File: src/rtl/sbt_pkg.sv
package sbt_pkg;
  typedef enum logic [1:0] {
    ST_IDLE  = 2'd0,
    ST_HAND  = 2'd1,
    ST_SHIFT = 2'd2,
    ST_GAP   = 2'd3
  } sbt_state_t;

  localparam int unsigned NUM_LEGAL_DIV = 3;
endpackage

File: src/rtl/sbt_cfg.sv
module sbt_cfg #(
  parameter int GAP_W      = 5,
  parameter int DIV_W      = 3,
  parameter int MIN_BASIC  = 5,
  parameter int MIN_ASSIST = 17,
  parameter int MIN_GRAD   = 27
) (
  input  logic                   clk,
  input  logic                   rst,
  input  logic                   we,
  input  logic [DIV_W+GAP_W-1:0] wdata,
  input  logic [1:0]             min_sel,
  output logic [1:0]             div_sel,
  output logic [GAP_W-1:0]       gap_code,
  output logic                   div_err,
  output logic                   gap_err
);
  localparam int CFG_W  = DIV_W + GAP_W;
  localparam int GCLK_W = GAP_W + 6;

  logic [DIV_W-1:0]  raw_div;
  logic              legal;
  logic [1:0]        sel_n;
  logic [GCLK_W-1:0] gap_clks;
  logic [GCLK_W-1:0] min_clks;

  assign raw_div = wdata[CFG_W-1:GAP_W];
  assign legal   = (raw_div < DIV_W'(sbt_pkg::NUM_LEGAL_DIV));
  assign sel_n   = legal ? raw_div[1:0] : 2'd0;

  // gap in system clocks: (k + 2) * N, with N = 4 << sel
  assign gap_clks = (GCLK_W'(wdata[GAP_W-1:0]) + GCLK_W'(2)) << (3'(sel_n) + 3'd2);

  always_comb begin
    case (min_sel)
      2'd0:    min_clks = GCLK_W'(MIN_BASIC);
      2'd1:    min_clks = GCLK_W'(MIN_ASSIST);
      default: min_clks = GCLK_W'(MIN_GRAD);
    endcase
  end

  always_ff @(posedge clk) begin
    if (rst) begin
      div_sel  <= 2'd0;
      gap_code <= '0;
      div_err  <= 1'b0;
      gap_err  <= 1'b0;
    end else if (we) begin
      div_sel  <= sel_n;
      gap_code <= wdata[GAP_W-1:0];
      div_err  <= ~legal;
      gap_err  <= (gap_clks < min_clks);
    end
  end
endmodule

File: src/rtl/sbt_tick.sv
module sbt_tick #(
  parameter int CNT_W = 4
) (
  input  logic       clk,
  input  logic       rst,
  input  logic       run,
  input  logic [1:0] div_sel,
  output logic       half,
  output logic       full
);
  logic [CNT_W-1:0] cnt;
  logic [CNT_W-1:0] lim;
  logic [CNT_W-1:0] hlim;

  always_comb begin
    case (div_sel)
      2'd0:    begin lim = CNT_W'(3);  hlim = CNT_W'(1); end
      2'd1:    begin lim = CNT_W'(7);  hlim = CNT_W'(3); end
      default: begin lim = CNT_W'(15); hlim = CNT_W'(7); end
    endcase
  end

  always_ff @(posedge clk) begin
    if (rst || !run) cnt <= '0;
    else if (cnt == lim) cnt <= '0;
    else cnt <= cnt + CNT_W'(1);
  end

  assign half = run && (cnt == hlim);
  assign full = run && (cnt == lim);
endmodule

File: src/rtl/sbt_seq.sv
module sbt_seq #(
  parameter int DATA_W = 8,
  parameter int GAP_W  = 5
) (
  input  logic              clk,
  input  logic              rst,
  input  logic              start,
  input  logic              byte_valid,
  input  logic [DATA_W-1:0] byte_data,
  input  logic [GAP_W-1:0]  gap_code,
  input  logic              half,
  input  logic              full,
  output logic              run,
  output logic              byte_ready,
  output logic              busy,
  output logic              sclk,
  output logic              sdo
);
  import sbt_pkg::*;
  localparam int BIT_W = $clog2(DATA_W);

  sbt_state_t        state;
  logic [DATA_W-1:0] sh;
  logic [BIT_W-1:0]  bitc;
  logic [GAP_W:0]    gcnt;
  logic [GAP_W:0]    glast;

  assign glast      = {1'b0, gap_code} + (GAP_W+1)'(1);
  assign run        = (state == ST_SHIFT) || (state == ST_GAP);
  assign byte_ready = (state == ST_HAND);
  assign busy       = (state != ST_IDLE);

  always_ff @(posedge clk) begin
    if (rst) begin
      state <= ST_IDLE;
      sclk  <= 1'b1;
      sdo   <= 1'b1;
      sh    <= '0;
      bitc  <= '0;
      gcnt  <= '0;
    end else begin
      case (state)
        ST_IDLE: if (start) state <= ST_HAND;
        ST_HAND: begin
          if (byte_valid) begin
            sh    <= byte_data;
            sdo   <= byte_data[0];
            sclk  <= 1'b0;
            bitc  <= '0;
            state <= ST_SHIFT;
          end else begin
            state <= ST_IDLE;
          end
        end
        ST_SHIFT: begin
          if (half) sclk <= 1'b1;
          if (full) begin
            if (bitc == BIT_W'(DATA_W-1)) begin
              gcnt  <= '0;
              state <= ST_GAP;
            end else begin
              bitc <= bitc + BIT_W'(1);
              sh   <= sh >> 1;
              sdo  <= sh[1];
              sclk <= 1'b0;
            end
          end
        end
        ST_GAP: begin
          if (full) begin
            if (gcnt == glast) state <= ST_HAND;
            else gcnt <= gcnt + (GAP_W+1)'(1);
          end
        end
        default: state <= ST_IDLE;
      endcase
    end
  end
endmodule

File: src/rtl/sync_burst_tx.sv
module sync_burst_tx #(
  parameter int DATA_W     = 8,
  parameter int GAP_W      = 5,
  parameter int DIV_W      = 3,
  parameter int CNT_W      = 4,
  parameter int MIN_BASIC  = 5,
  parameter int MIN_ASSIST = 17,
  parameter int MIN_GRAD   = 27
) (
  input  logic                   clk,
  input  logic                   rst,
  input  logic                   cfg_we,
  input  logic [DIV_W+GAP_W-1:0] cfg_wdata,
  input  logic [1:0]             min_sel,
  input  logic                   start,
  input  logic                   byte_valid,
  input  logic [DATA_W-1:0]      byte_data,
  output logic                   byte_ready,
  output logic                   sclk,
  output logic                   sdo,
  output logic                   busy,
  output logic                   div_err,
  output logic                   gap_err
);
  logic [1:0]       div_sel;
  logic [GAP_W-1:0] gap_code;
  logic             run, half, full;

  sbt_cfg #(
    .GAP_W(GAP_W), .DIV_W(DIV_W), .MIN_BASIC(MIN_BASIC),
    .MIN_ASSIST(MIN_ASSIST), .MIN_GRAD(MIN_GRAD)
  ) u_cfg (
    .clk(clk), .rst(rst), .we(cfg_we), .wdata(cfg_wdata), .min_sel(min_sel),
    .div_sel(div_sel), .gap_code(gap_code), .div_err(div_err), .gap_err(gap_err)
  );

  sbt_tick #(.CNT_W(CNT_W)) u_tick (
    .clk(clk), .rst(rst), .run(run), .div_sel(div_sel), .half(half), .full(full)
  );

  sbt_seq #(.DATA_W(DATA_W), .GAP_W(GAP_W)) u_seq (
    .clk(clk), .rst(rst), .start(start), .byte_valid(byte_valid),
    .byte_data(byte_data), .gap_code(gap_code), .half(half), .full(full),
    .run(run), .byte_ready(byte_ready), .busy(busy), .sclk(sclk), .sdo(sdo)
  );
endmodule

File: config.mk
export PLATFORM = sky130hd
export DESIGN_NAME = sync_burst_tx
export DESIGN_NICKNAME = d
export VERILOG_FILES = /design/src/rtl/sbt_pkg.sv /design/src/rtl/sbt_cfg.sv /design/src/rtl/sbt_tick.sv /design/src/rtl/sbt_seq.sv /design/src/rtl/sync_burst_tx.sv
export SDC_FILE = /design/constraint.sdc
export NUM_CORES = 1
export LEC_CHECK = 0
export ABC_AREA = 1
export BUFFER_PORTS_ARGS = -buffer_cell sky130_fd_sc_hd__buf_2
export CAP_MARGIN = 20
export CORE_MARGIN = 4
export CORE_UTILIZATION = 40
export DETAILED_ROUTE_END_ITERATION = 8
export GPL_TIMING_DRIVEN = 0
export PLACE_DENSITY_LB_ADDON = 0.08
export SYNTH_ARGS = -nofsm -noshare
export SYNTH_HDL_FRONTEND = slang
export SYNTH_SLANG_ARGS = --single-unit
File: constraint.sdc
create_clock -name clk -period 1.9 [get_ports clk]
set_input_delay 0.285 -clock clk [delete_from_list [all_inputs] [get_ports clk]]
set_output_delay 0.285 -clock clk [all_outputs]
set_load 0.1 [all_outputs]
**Word-level counts from Yosys, hierarchy flattened**

Index checks and enable logic that the tools add are counted.

- Logic and storage cells: 87
- Input port bits: 23
- Bits in registers: 34
- Output and inout port bits: 6

- $lt $le $gt $ge: 2
- Reductions and logical operators: 16
- Add/subtract/negate cells: 6
- Bitwise logic cells: 1
- Eq/ne operators: 17
- Shifts and indexed selects: 1
- Multiplexer cells: 33

Operator list:

| kind | number |
|---|---|
| 2-to-1 mux 6 bit | 4 |
| 2-to-1 mux 8 bit | 3 |
| inequality test 2 bit, second input constant | 8 |
| one-hot mux 8 bit (2 select lines) | 1 |
| 2-to-1 mux 2 bit | 7 |
| one-hot mux 3 bit (2 select lines) | 2 |
| one-hot mux 6 bit (2 select lines) | 1 |
| < comparator 11 x 5 -> 1 bit | 1 |
| << shifter 11 x 3 -> 11 bit | 1 |
| one-hot mux 5 bit (2 select lines) | 1 |
| AND reduction 5 bit | 2 |
| 2-to-1 mux 3 bit | 3 |
| one-hot mux 2 bit (4 select lines) | 1 |
| one-hot mux 4 bit (2 select lines) | 1 |
| 2-to-1 mux 1 bit | 7 |
| adder 5 x 1 -> 6 bit, second input constant | 1 |
| adder 5 x 2 -> 6 bit, second input constant | 1 |
| adder 6 x 1 -> 6 bit, second input constant | 1 |
| equality test 2 x 1 -> 1 bit, second input constant | 3 |
| equality test 6 bit | 1 |
| zero test 2 bit | 3 |
| nonzero test 2 bit | 3 |
| adder 4 x 1 -> 4 bit, second input constant | 1 |
| equality test 2 bit, second input constant | 2 |
| other kinds (14) | 17 |

**Depth between registers and ports, before layout**

- Depth after elaboration: 8
- Mapped depth: 12
- Gate-level depth less buffers: 12

**By module**

From an unflattened synthesis, not the netlist that was laid out.

- Cells, all modules: 313
- Area, all modules: 2093.3 um^2

Modules (own cells, without submodules):

| module | instances | seq. area each (um^2) | cells each | area an instance (um^2) |
|---|---|---|---|---|
| sbt_seq | 1 | 400.4 | 194 | 1296.2 |
| sbt_cfg | 1 | 180.2 | 87 | 563.0 |
| sbt_tick | 1 | 80.1 | 32 | 234.0 |

**Worst setup path after synthesis**

No wires, ideal clock.

- Path kind: flip-flop to flip-flop
- Start point: reg u_seq.state[1]
- End point: reg u_seq.bitc[1]
- Cell stages (with the launch flop): 9
- Period minus slack after synthesis: 2.196 ns
- Buffers on the path: 0
- Arrival time: 2.126 ns
- Data required time: 1.830 ns
- Path slack: -0.296 ns
- Setup time: 0.070 ns
- Cells stage by stage: dfxtp_1 inv_1 ha_1 nand2_1 o21ai_2 inv_2 nor3_4 nand3_1 a21oi_1

- Elaborated cells between the ends (all ways): 11
- Those cells by class: eq/ne: 6; mux: 1; reduce/logical: 4

RTL lines:

| what | line | text |
|---|---|---|
| from (decl) | sbt_seq.sv:22 | `sbt_state_t state;` |
| from (signal assigned) | sbt_seq.sv:35 | `state <= ST_IDLE;` |
| from (signal assigned) | sbt_seq.sv:43 | `ST_IDLE: if (start) state <= ST_HAND;` |
| from (signal assigned) | sbt_seq.sv:50 | `state <= ST_SHIFT;` |
| equality test 2 x 1 -> 1 bit (*) | -- |  |
| named net byte_ready | sync_burst_tx.sv:18 | `output logic byte_ready,` |
| inequality test 2 bit (no line) or nonzero test 2 bit (tied branches) | -- |  |
| AND reduction 4 bit (no line) | -- |  |
| to (signal assigned) | sbt_seq.sv:62 | `bitc <= bitc + BIT_W'(1);` |
| to (decl) | sbt_seq.sv:24 | `logic [BIT_W-1:0] bitc;` |

Mark *: on every way through the listed nets, which the timed path passes. The rest lies on a longest branch.
A chain may end at the register's enable or synchronous reset.

**Final worst setup path**

- Start point: reg u_seq.state[0]
- End point: out busy

- Word-level cells in the longest chain between the ends: 1

Ends and longest elaborated chain:

| what | line | text |
|---|---|---|
| nonzero test 2 bit | sbt_seq.sv:31 | `assign busy = (state != ST_IDLE);` |
| to (decl) | sync_burst_tx.sv:21 | `output logic busy,` |

Every way passes these cells.

==> impl_metrics.csv <==
group,metric,value,unit
finish,final_cell_area,2430,um2
setup_path,regToRegSetupSlack,0.17,ns
grt,grt_start_max_net_pins,11,
finish,area_delta_synth_final,16.3,%
synthesis,ffs_w_async_s_r_synth,0,%
synthesis,synthesis.area_per_instance,6.87,um2
setup_path,critPathCaptureType,"output port",
pwr,peakVddDrop,0.000669,V
setup_path,worstPathArrival,1.50,ns
finish,fillerInstances,570,
setup_path,critical_path.reg2reg.endpoint,"u_seq.sh[2]",
setup_path,crit_required,1.62,ns
setup_path,timing.critical_path.fanout_max,5,
route,drtPass1Iterations,4,
die,floorplan.io_pins,29,
pwr,power.density,1080,nW/um2
grt,grt_first_pass_wirelength,7670,um
synthesis,seq_area_frac_synth,31.7,%
run_status,run_status,"completed",
sta,setup_violations,0,
synthesis,post_synth_instance_area,2090,um2
clock_tree,clk_path_buf_depth,2,
clock_tree,clk_pin_slew,0.07,ns
route,postRouteWirelength,4280,um
worst_hold_path,min_delay_path_class,"in -> reg",
setup_path,criticalPathCategory,"reg -> out",
sta,timing.fmax,560,MHz
finish,n_antenna_cell,0,
grt,antenna_found_initial,0,
clock_tree,clock-sinks,33,
route,via_per_inst,4.70,
setup_path,cp-start-kind,"flop",
sta,clock_period_minus_worst_slack,1.78,ns
placed_design,globalplace.congestion,0.760,
placed_design,dpl-instance-area,2310,um2
sta,final-max-slew-violation-count,0,
setup_path,crit_chain,"inv_1, ha_1, inv_1, buf_2",
route,vias,1929,
grt,grt_usage,14.8,%
synthesis,syn-instance-count,304,
clock_tree,cts_htree_levels,2,
setup_path,cp_common_cell,"sky130_fd_sc_hd__inv_1",
die,placement_rows,26,
run,max_cap_violations,0,
setup_path,crit_path_end,"busy",
sta,fin_crit_sh,93.9,%
placed_design,placement.io_buffers,27,
clock_tree,numCtsBuffers,5,
synthesis,synth-seq-cells,33,
synthesis,syn_nets,342,
sta,fin_skew,0.00466,ns
placed_design,dp_hpwl,3250,um
clock_tree,clkLatencyLatePin,0.28,ns
setup_path,worst_path_largest_cell_delay,0.42,ns
route,remaining_drc_errors,0,
die,die_width,80.2,um
pwr,p_leak,1.14,nW
setup_path,setup.worst_path.start,"u_seq.state[0]",
clock_tree,cts_root_buf,"sky130_fd_sc_hd__clkbuf_8",
sta,timing.setup.tns,0,ns
setup_path,rr_worst_depth,10,
synthesis,synthFlopType,"sky130_fd_sc_hd__dfxtp_1",
setup_path,cp_slowest_cell,"sky130_fd_sc_hd__buf_2",
finish,finish.net_count,377,
sta,final-hold-violation-count,0,
sta,unrepaired_setup_endpoints_after_global_routing,"true",
worst_hold_path,worstHoldPathCells,3,
route,antenna_violating_nets_post_route,0,
grt,first_global_vias,1752,
sta,worstMarginPinSlew,0.516,ns
die,fp.dieH,80.2,um
finish,drive_gt1_share,18.2,%
synthesis,synth.lib_cells_used.distinct,32,
sta,max_slew_margin_vs_limit,65.6,%
die,floorplan.die_area,6440,um2
setup_path,timing.rr.start,"u_seq.state[0]",
clock_tree,cts_tree,"yes",
route,route.detailed.wl_per_inst,10.4,um
synthesis,ys.warnings.count,0,
grt,grt_remaining_overflow,0,
synthesis,synth_enable_flop_cells,0,
die,coreArea,5070,um2
route,drc_marker_count_from_the_first_detailed_route_iteration,97,
die,initial_core_util,41.1,%
## where the power goes
group / switching [W] / internal, W
Clock: 0.000258 / 0.000254
Sequential: 0.0000831 / 0.000815
Combinational: 0.000850 / 0.000360
## state kept, by name, summed over array words and instances, names as in the netlist
signal,cells
u_seq.gcnt,6
u_seq.sdo,1
u_seq.sclk,1
u_cfg.gap_code,5
u_tick.cnt,4
u_seq.state,2
u_seq.bitc,3
u_cfg.div_err,1
u_cfg.div_sel,2
u_cfg.gap_err,1
u_seq.sh,7
## cells by family (layout without fill, tap and decap cells)
kind of cell | Yosys count | count (layout) | synth area share, %
flops | 33 | 33 | 31.7
simple gates | 158 | 158 | 35.1
xor+xnor | 9 | 9 | 4.14
compound gates | 44 | 44 | 11.3
buf+inv | 44 | 80 | 8.69
fa+ha+maj | 15 | 15 | 8.99
other cells | 1 | 1 | 0.180
## cells in the final DEF (no fill, tap or decap)
| cell type | n |
|---|---|
| sky130_fd_sc_hd__o21ai_2 | 1 |
| sky130_fd_sc_hd__buf_6 | 3 |
| sky130_fd_sc_hd__nand2_2 | 4 |
| sky130_fd_sc_hd__inv_2 | 3 |
| sky130_fd_sc_hd__o2111ai_1 | 1 |
| sky130_fd_sc_hd__ha_1 | 13 |
| sky130_fd_sc_hd__ha_2 | 1 |
| sky130_fd_sc_hd__clkinv_1 | 1 |
| sky130_fd_sc_hd__o21ai_0 | 18 |
| sky130_fd_sc_hd__buf_2 | 28 |
| sky130_fd_sc_hd__dfxtp_1 | 32 |
| sky130_fd_sc_hd__inv_1 | 34 |
| sky130_fd_sc_hd__nor2_2 | 1 |
| sky130_fd_sc_hd__xor2_2 | 1 |
| sky130_fd_sc_hd__nor3_2 | 1 |
| sky130_fd_sc_hd__clkbuf_8 | 5 |
| sky130_fd_sc_hd__o21ai_1 | 4 |
| sky130_fd_sc_hd__nand3_1 | 19 |
| sky130_fd_sc_hd__nor2_1 | 41 |
| sky130_fd_sc_hd__ha_4 | 1 |
| sky130_fd_sc_hd__a21oi_1 | 19 |
| sky130_fd_sc_hd__dfxtp_2 | 1 |
| sky130_fd_sc_hd__conb_1 | 1 |
| sky130_fd_sc_hd__nand4_1 | 7 |
| sky130_fd_sc_hd__nor3_4 | 1 |
| sky130_fd_sc_hd__nand2_4 | 2 |
| sky130_fd_sc_hd__nor3_1 | 3 |
| sky130_fd_sc_hd__nand2_1 | 72 |
| sky130_fd_sc_hd__nor2_8 | 1 |
| sky130_fd_sc_hd__nor2_4 | 3 |
| sky130_fd_sc_hd__clkinv_2 | 2 |
| sky130_fd_sc_hd__nand3b_1 | 1 |
| sky130_fd_sc_hd__o211ai_2 | 1 |
| sky130_fd_sc_hd__nand3_2 | 2 |
| sky130_fd_sc_hd__xnor2_1 | 2 |
| sky130_fd_sc_hd__clkbuf_1 | 4 |
| sky130_fd_sc_hd__xor2_1 | 6 |
## worst max-delay path, delay by kind of cell, from the launching register on
| kind | cells | cell delay [ns] |
|---|---|---|
| fa+ha+maj | 1 | 0.21 |
| buf+inv | 3 | 0.60 |
| flops | 1 | 0.41 |
## Yosys cell counts (2+ instances only)
library cell               number  area, um2
sky130_fd_sc_hd__inv_2          3       11.3
sky130_fd_sc_hd__xor2_1         6       52.6
sky130_fd_sc_hd__o21ai_0       19       95.1
sky130_fd_sc_hd__o21ai_1        3       15.0
sky130_fd_sc_hd__nand2_1       73        274
sky130_fd_sc_hd__buf_6          2       22.5
sky130_fd_sc_hd__nand4_1        7       43.8
sky130_fd_sc_hd__ha_1          15        188
sky130_fd_sc_hd__inv_1         34        128
sky130_fd_sc_hd__nand2_2        3       18.8
sky130_fd_sc_hd__a21oi_1       19       95.1
sky130_fd_sc_hd__xnor2_1        2       17.5
sky130_fd_sc_hd__nand3_1       20        100
sky130_fd_sc_hd__nor2_4         3       33.8
sky130_fd_sc_hd__dfxtp_1       33        661
sky130_fd_sc_hd__nand2_4        2       22.5
sky130_fd_sc_hd__clkbuf_1       3       11.3
sky130_fd_sc_hd__nor3_1         3       15.0
sky130_fd_sc_hd__nor2_1        41        154
## per-stage QoR
stage / hold WS [ns] / util, % / setup WS, ns / power [W] / cells
2_1_floorplan: 0.429 / - / 0.00751 / 0.00187 / 304
3_3_place_gp: 0.442 / 45.6 / -0.102 / 0.00208 / 401
3_5_place_dp: 0.452 / 45.6 / -0.108 / 0.00209 / 401
4_1_cts: 0.273 / 47.2 / 0.0582 / 0.00261 / 409
5_1_grt: 0.287 / 47.8 / -0.0137 / 0.00285 / 410
6_report: 0.277 / 47.8 / 0.116 / 0.00262 / 410
## how the worst min path moves through the flow
stage | from | end | slack, ns
6_report | byte_data[7] | u_seq.sh[7] | 0.28
3_5_place_dp | u_seq.sdo | u_seq.sdo | 0.45
4_1_cts | byte_data[7] | u_seq.sh[7] | 0.27
2_1_floorplan | u_seq.sh[1] | u_seq.sh[1] | 0.43
5_1_grt | byte_data[7] | u_seq.sh[7] | 0.29
3_3_place_gp | u_seq.sdo | u_seq.sdo | 0.44
## cell type report
type                            instances  area (um2)  share of cell area [%]
Clock inverter                          2        10.0                   0.412
Clock buffer                            6        72.6                    2.99
Buffer                                  6        38.8                    1.60
Tap cell                               70        87.6                    3.61
Sequential cell                        33         662                    27.3
Multi-Input combinational cell        227        1270                    52.2
Inverter                               38         143                    5.88
Timing Repair Buffer                   28         146                    6.03
## repair_timing
action / CTS / global route
pin swaps: 1 / 1
setup endpoints to repair: 1 / 13
buffers inserted: 0 / 1
hold buffers: 0 / 0
resized for setup: 0 / 7
## layer usage
layer	wire, um	vias to the layer above	GRT usage [%]
met1	2130	851	19.2
met5	0	-	0
met2	1910	28	24.1
li1	-	1043	-
met4	62	0	5.07
met3	173	7	3.48
Note: power is estimated with default switching activity, not from simulation.
